`src/rtl/ham74_pkg.sv`:
```
package ham74_pkg;
    localparam int NIB_W = 4;
    localparam int CW_W  = 7;
    // codeword positions of data bits B0..B3
    localparam int POS_B0 = 2;
    localparam int POS_B1 = 4;
    localparam int POS_B2 = 5;
    localparam int POS_B3 = 6;
    // codeword positions of the parity bits
    localparam int POS_P0 = 0;
    localparam int POS_P1 = 1;
    localparam int POS_P2 = 3;

    typedef logic [NIB_W-1:0] nib_t;
    typedef logic [CW_W-1:0]  cw_t;
endpackage

```
`src/rtl/nib_encoder.sv`:
```
module nib_encoder
    import ham74_pkg::*;
(
    input  nib_t nib,
    output cw_t  cw
);
    always_comb begin
        cw         = '0;
        cw[POS_B0] = nib[0];
        cw[POS_B1] = nib[1];
        cw[POS_B2] = nib[2];
        cw[POS_B3] = nib[3];
        cw[POS_P0] = nib[0] ^ nib[1] ^ nib[3];
        cw[POS_P1] = nib[0] ^ nib[2] ^ nib[3];
        cw[POS_P2] = nib[1] ^ nib[2] ^ nib[3];
    end
endmodule

```
`src/rtl/nib_lane_array.sv`:
```
module nib_lane_array
    import ham74_pkg::*;
#(
    parameter int LANES = 32,
    localparam int IN_W  = LANES * NIB_W,
    localparam int OUT_W = LANES * CW_W
) (
    input  logic [IN_W-1:0]  word_in,
    output logic [OUT_W-1:0] code_out
);
    for (genvar k = 0; k < LANES; k++) begin : g_lane
        cw_t lane_cw;
        nib_encoder u_enc (
            .nib (word_in[k*NIB_W +: NIB_W]),
            .cw  (lane_cw)
        );
        assign code_out[k*CW_W +: CW_W] = lane_cw;
    end
endmodule

```
`src/rtl/wide_hamming_enc.sv`:
```
module wide_hamming_enc
    import ham74_pkg::*;
#(
    parameter int LANES = 32,
    localparam int IN_W  = LANES * NIB_W,
    localparam int OUT_W = LANES * CW_W
) (
    input  logic             clk,
    input  logic             rst_n,
    input  logic             in_valid,
    input  logic [IN_W-1:0]  in_data,
    output logic             out_valid,
    output logic [OUT_W-1:0] out_code
);
    typedef struct packed {
        logic             vld;
        logic [OUT_W-1:0] code;
    } out_state_t;

    out_state_t       st_d, st_q;
    logic [OUT_W-1:0] enc_code;

    nib_lane_array #(.LANES(LANES)) u_lanes (
        .word_in  (in_data),
        .code_out (enc_code)
    );

    always_comb begin
        st_d     = st_q;
        st_d.vld = in_valid;
        if (in_valid) begin
            st_d.code = enc_code;
        end
    end

    always_ff @(posedge clk or negedge rst_n) begin
        if (!rst_n) begin
            st_q <= '0;
        end else begin
            st_q <= st_d;
        end
    end

    assign out_valid = st_q.vld;
    assign out_code  = st_q.code;
endmodule

```
`config.mk`:
```
export PLATFORM = sky130hd
export DESIGN_NAME = wide_hamming_enc
export DESIGN_NICKNAME = d
export VERILOG_FILES = /design/src/rtl/ham74_pkg.sv /design/src/rtl/nib_encoder.sv /design/src/rtl/nib_lane_array.sv /design/src/rtl/wide_hamming_enc.sv
export SDC_FILE = /design/constraint.sdc
export NUM_CORES = 1
export LEC_CHECK = 0
export ABC_AREA = 0
export BUFFER_PORTS_ARGS = -buffer_cell sky130_fd_sc_hd__clkbuf_2
export CAP_MARGIN = 20
export CORE_UTILIZATION = 55
export DETAILED_ROUTE_END_ITERATION = 7
export GPL_ROUTABILITY_DRIVEN = 0
export HOLD_SLACK_MARGIN = 0.15
export PLACE_DENSITY = 0.82
export SYNTH_ARGS = -nofsm -noshare
export SYNTH_HDL_FRONTEND = slang
export SYNTH_SLANG_ARGS = --single-unit
```
`constraint.sdc`:
```
create_clock -name clk -period 2.5 [get_ports clk]
set_clock_uncertainty 0.1 [all_clocks]
set_input_delay 0.125 -clock clk [delete_from_list [all_inputs] [get_ports clk]]
set_output_delay 0.125 -clock clk [all_outputs]
set_load 0.05 [all_outputs]
```
After elaboration in Yosys (flattened, before gate mapping). Cells that the tools add are included.

Bitwise operators: 192.

Operator list (number): $xor A1 B1 Y1 (192).

Input bits: 131. Output and inout port bits: 225. Bits in registers: 225.

Logic depth before layout (Yosys ltp). Gate-level depths: netlist of run 1.

Word-level depth: 2. Mapped depth: 4.

Cells and area by module. A second synthesis of run 1 with hierarchy kept.

Cells, all modules: 698. Area, all modules: 12240.5 sq um.

Modules (own cells, without submodules): wide_hamming_enc (area each 8997.4 sq um, cells an instance 474, instances 1); nib_encoder (area each 101.3 sq um, cells an instance 7, instances 32).

Least setup slack after synthesis of run 1. Ideal clock, no wire load.

Kind: register -> register. Start: reg out_code[0] (netlist name). End: reg st_q (netlist bit out_code[0]). Slack: 1406 ps. Required time: 2275 ps. Library setup time: 125 ps. Arrival time: 869 ps. Cell stages (with the launch flop): 2. Cell sequence: dfrtp_1 > mux2_4.

RTL lines: end signal, assigned (RTL line wide_hamming_enc.sv:40) `st_q <= st_d;`; end, declared (RTL line wide_hamming_enc.sv:20) `out_state_t st_d, st_q;`.

Worst setup path after layout of run 1.
Start: in in_valid. End: reg st_q (netlist bit out_code[2]).

RTL lines: start, declared (RTL line wide_hamming_enc.sv:10) `input logic in_valid,`.

No word-level cell between the ends.

==> results of run 1 <==
==> critical path, stage by stage <==
cell and delay, ns:
dlygate4sd3_1 0.57, buf_8 0.43, mux2_4 0.35, dlygate4sd3_1 0.58
==> metrics by stage <==
| stage | setup WS [ns] | utilization (%) |
|---|---|---|
| after floorplan | 1.41 | - |
| after global placement | 0.968 | 66.0 |
| after detailed placement | 0.946 | 66.0 |
| after CTS | 0.732 | 77.6 |
| after global routing | 0.655 | 77.7 |
| final | 0.682 | 77.7 |
==> area by class of cell <==
type                            instances  area, um^2  area share (%)
Antenna cell                            2        5.00          0.0319
Tap cell                              270         338            2.16
Clock inverter                         10        87.6           0.559
Multi-Input combinational cell        320        5410            34.5
Timing Repair Buffer                  517        3440            21.9
Clock buffer                           35         763            4.87
Sequential cell                       225        5630            35.9
==> state kept, by name, summed over array words and instances (netlist names) <==
signal / cells
out_code: 224
out_valid: 1
==> where the power goes <==
group	total (W)	internal [W]	switching, W	leakage (nW)
Combinational	0.00442	0.00163	0.00280	5.21
Sequential	0.00453	0.00417	0.000366	2.63
Clock	0.00374	0.00223	0.00151	0.422
Total	0.0127	0.00802	0.00467	8.27
==> Yosys cell counts <==
cell type,count,area (um^2)
dfrtp_1,225,5630
mux2_2,64,721
mux2_4,160,2400
buf_6,19,214
xor3_1,96,2280
buf_2,6,30.0
==> per-layer routing <==
metal	vias to the layer above	track usage, %
li1	3097	-
met1	3648	34.9
met2	323	50.8
met3	70	5.88
met4	0	10.7
met5	-	0
==> how the worst max path moves through the flow <==
stage           startpoint             to  slack [ns]
2_1_floorplan  out_code[0]    out_code[0]        1.41
3_3_place_gp      in_valid  out_code[121]        0.97
3_5_place_dp      in_valid   out_code[89]        0.95
4_1_cts           in_valid   out_code[83]        0.73
5_1_grt           in_valid   out_code[46]        0.66
6_report          in_valid    out_code[2]        0.68
==> kinds of logic (layout without fill, tap and decap cells) <==
family       count (synthesis)  after routing  synth area share (%)
xor+xnor                    96             96                  20.2
mux                        224            224                  27.7
flops                      225            225                  49.9
other cells                  0              2                     0
buf+inv                     25            562                  2.16
==> repair_timing <==
action                    in CTS  in global routing
hold buffers                 149                  0
buffers inserted               0                  0
hold endpoints to repair     450                  0
==> metrics.cfg, run 1 <==
[setup_path]
rr_endpoint=out_code[2]
r2r_slack_ns=1.00
end_kind=flop
critPathLaunchType=input port
crit_fanout=50
worstPathArrival_ns=2.10
rr_worst_depth=2
cp.required_ns=2.78
critPathKind=input port to flop
reg2reg_from=out_code[2]

[die]
core_area_um2=20200
start_util_pct=55.9
ios=356
chipHeight_um=145
die-area_um2=21100
die_w_um=145
rows=52

[routing]
dr_wl_met2_um=15300
vias_per_cell=5.18
dr_wl_met3_um=1810
routedWlPerCell_um=21.7
topRoutingLayerUsed=met4
ant_nets=0
met1_length_um=11600
route.vias.total=7138
routed_wl_um=29900
drc_errors=0
drt-initial-drc-count=194
firstDrtPassIters=4

[min_path]
min_from=in_data[40]
whs_endpoint=out_code[72]
hold_class=input port to flop
hold_depth=3

[timing]
rsz0062_at_grt=false
finalCritPeriodShare_pct=72.7
hold_viol_final=0
fin_tns_setup_ns=0
fmax_mhz=550
worst_slew_pin_slew_ns=0.609
slew_viol_final=0
whs_ns=0.342
min_period_ns=1.82
slew_headroom_pct=59.4
setup_viol=0

[clock_network]
post_cts_resized=0
root_buffer=clkbuf_16
htree_num_levels=1
cts_tree=done
cts_inserted_buffers=25
clk_latency_ns=0.50
cts.clk_slew.worst_paths_ns=0.06
cts_buffer_depth=3
cts.sinks=225

[power]
power_density_nw_per_um2=810
peakVddDrop_mv=0.736
p_leak_nw=8.27
p_total_w=0.0127

[synth]
yosysWarnings=0
syn-mean-instance-area_um2=19.8
yosysSeqAreaShare_pct=49.9
ys_ff_latch=225
synth_nets=701
netlist_instances=570
synth_area_um2=11300
synth.distinct_cells=6

[flow_run]
maxCapViolCount=0

[layout]
layout-drive-gt1-share_pct=57.5
n_fill_cell=1065
finalNetCount=1220
layout_common_cells=clkbuf_2 (353), dfrtp_1 (225), mux2_4 (160), dlygate4sd3_1 (149), xor3_1 (96)
synthToLayoutAreaGrowth_pct=38.9
fin_cells=1379
final_common_cell=clkbuf_2
final_area_um2=15700

[global_route]
grt_remaining_overflow=0
grt_pass1_vias=8025
grt_pass1_wl_um=46800
antenna_found_initial=2
grt_usage_pct=28.8
grt_max_degree=78

[placed_design]
dp_hpwl_um=17100
placed_cells=1183
port-buffer-count=355
dpl-instance-area_um2=13300

[status]
status=complete, no violations

(Power assumes the default switching activity.)
==> run 2, diff against run 1 <==
CORE_UTILIZATION = 47   (was 55)
PLACE_DENSITY = 0.74   (was 0.82)
clock period = 1.6 ns   (was 2.5 ns; I/O delays follow)
==> run 2 against run 1 <==
Against the previous run:
- routed wire length up 2.9%
- flip-flop and latch count is the same
- sequential power grew 56%
- worst setup slack worse by 0.58 ns
- global-route usage down 4.2 points
- clock power up 59%
- register-to-register slack worse by 0.89 ns
- critical endpoint is now out_code[43]
==> metrics.cfg, run 2 (synthesis results as in run 1) <==
[status]
status=complete, no violations

[setup_path]
rr_worst_depth=2
worstPathArrival_ns=1.79
slowest_stage=dlygate4sd3_1
crit_chain=buf_8, buf_12, dlygate4sd3_1, mux2_2
critPathBufInv=3
cp.required_ns=1.90
r2r_slack_ns=0.11
critPathKind=input port to flop
rr_endpoint=out_code[219]
crit_family=buffers and inverters
max_stage_delay_ns=0.93
crit_fanout=12
reg2reg_from=out_code[219]
critPathLaunchType=input port
end_kind=flop

[clock_network]
root_buffer=clkbuf_16
clk_latency_ns=0.51
cts.sinks=225
cts_tree=done
cts.clk_slew.worst_paths_ns=0.06
htree_num_levels=1
cts_inserted_buffers=25
cts_buffer_depth=3

[power]
power_frac_clock_pct=29.3
p_sw_share_pct=35.7
power_density_nw_per_um2=1200
peakVddDrop_mv=0.820
internal-power_w=0.0131
seqPwrFrac_pct=34.7
combPwrFrac_pct=36.0
switchingPower_w=0.00725
p_leak_nw=8.77
p_total_w=0.0203

[timing]
slew_headroom_pct=61.9
rsz0062_at_grt=false
slew_viol_final=0
hold_viol_final=0
fmax_mhz=668
min_period_ns=1.50
setup_viol=0
worst_slew_pin_slew_ns=0.570
worst_slack_ns=0.104
finalCritPeriodShare_pct=93.5
fin_tns_setup_ns=0

[layout]
multiInputGateArea_um2=5410
layout_common_cells=clkbuf_2 (353), dlygate4sd3_1 (250), dfrtp_1 (225), mux2_4 (160), xor3_1 (96)
diodes=0
finalNetCount=1333
synthToLayoutAreaGrowth_pct=49.8
layout-drive-gt1-share_pct=52.4
n_fill_cell=1360
largest_register_ffs=224
layout.area.seq_um2=5630
final_common_cell=clkbuf_2

[die]
rows=56
die_w_um=157
ios=356
chipHeight_um=157
start_util_pct=48.1
core_area_um2=23500
die-area_um2=24600

[routing]
drt-initial-drc-count=253
dr_wl_met3_um=2030
routed_wl_um=30800
ant_nets=0
route.vias.total=7525
met1_length_um=11900
drc_errors=0
firstDrtPassIters=4
vias_per_cell=4.89
topRoutingLayerUsed=met4
dr_wl_met2_um=15800
routedWlPerCell_um=20.0

[global_route]
grt_pass1_wl_um=46900
grt_max_degree=48
antenna_found_initial=0
grt_remaining_overflow=0
grt_usage_pct=24.7
grt_pass1_vias=8433

[min_path]
hold_class=input port to flop
hold_depth=4
whs_endpoint=out_code[162]
min_from=in_valid

[flow_run]
maxCapViolCount=0

[placed_design]
port-buffer-count=355
dp_hpwl_um=17500
dp_slack_ns=0.335

==> run 2: cell count changes in the layout (fill, tap and decap cells not counted), sizes merged, moves of 2 or more <==
cell and change:
buf +12, clkinv -6, clkbuf +2, dlygate4sd3 +101, diode -2, bufinv +3
==> run 2: how the worst max path moves through the flow <==
stage / start / end / slack (ns) / cells past startpoint
after CTS: in_valid / out_code[43] / 0.08 / 4
after detailed placement: in_valid / out_code[49] / 0.33 / 3
after floorplan: out_code[0] / out_code[0] / 0.51 / 1
after global placement: in_valid / out_code[40] / 0.35 / 3
final: in_valid / out_code[43] / 0.10 / 4
after global routing: in_valid / out_code[43] / 0.06 / 4
==> run 2: power by group through the flow <==
stage	clock, W	sequential (W)	combinational (W)
2_1_floorplan	0	0.00991	0.00197
3_3_place_gp	0	0.00706	0.00642
3_5_place_dp	0	0.00708	0.00650
4_1_cts	0.00605	0.00701	0.00721
5_1_grt	0.00627	0.00713	0.00759
6_report	0.00596	0.00705	0.00731
==> run 2: area by class of cell <==
class                           instances  area share, %
Clock buffer                           37           4.15
Timing Repair Buffer                  630           27.4
Clock inverter                          7          0.837
Tap cell                              319           2.36
Sequential cell                       225           33.3
Multi-Input combinational cell        320           32.0
==> run 2: routing by layer <==
layer | up-vias | GRT usage [%]
met5 | - | 0
met1 | 3828 | 28.4
met2 | 299 | 44.9
li1 | 3323 | -
met4 | 0 | 8.73
met3 | 75 | 5.37
==> run 2: tightest hold or removal path, stage by stage <==
cell	delay [ns]
buf_8	0.15
buf_12	0.17
buf_12	0.17
mux2_4	0.20
==> run 2: stage by stage <==
step	cells	hold slack [ns]	utilization, %	area (um^2)
3_3_place_gp	1243	-0.0825	57.7	13500
5_1_grt	1538	0.196	72.0	16900
6_report	1538	0.196	72.0	16900
2_1_floorplan	570	-0.316	-	11300
4_1_cts	1538	0.176	72.0	16900
3_5_place_dp	1243	-0.0812	57.7	13500
==> run 2: repair_timing <==
item / CTS / global route
endpoints found under the setup margin: 0 / 0
hold buffers: 251 / 0
gates resized for setup: 0 / 0
hold endpoints to repair: 450 / 0
setup buffers: 0 / 0
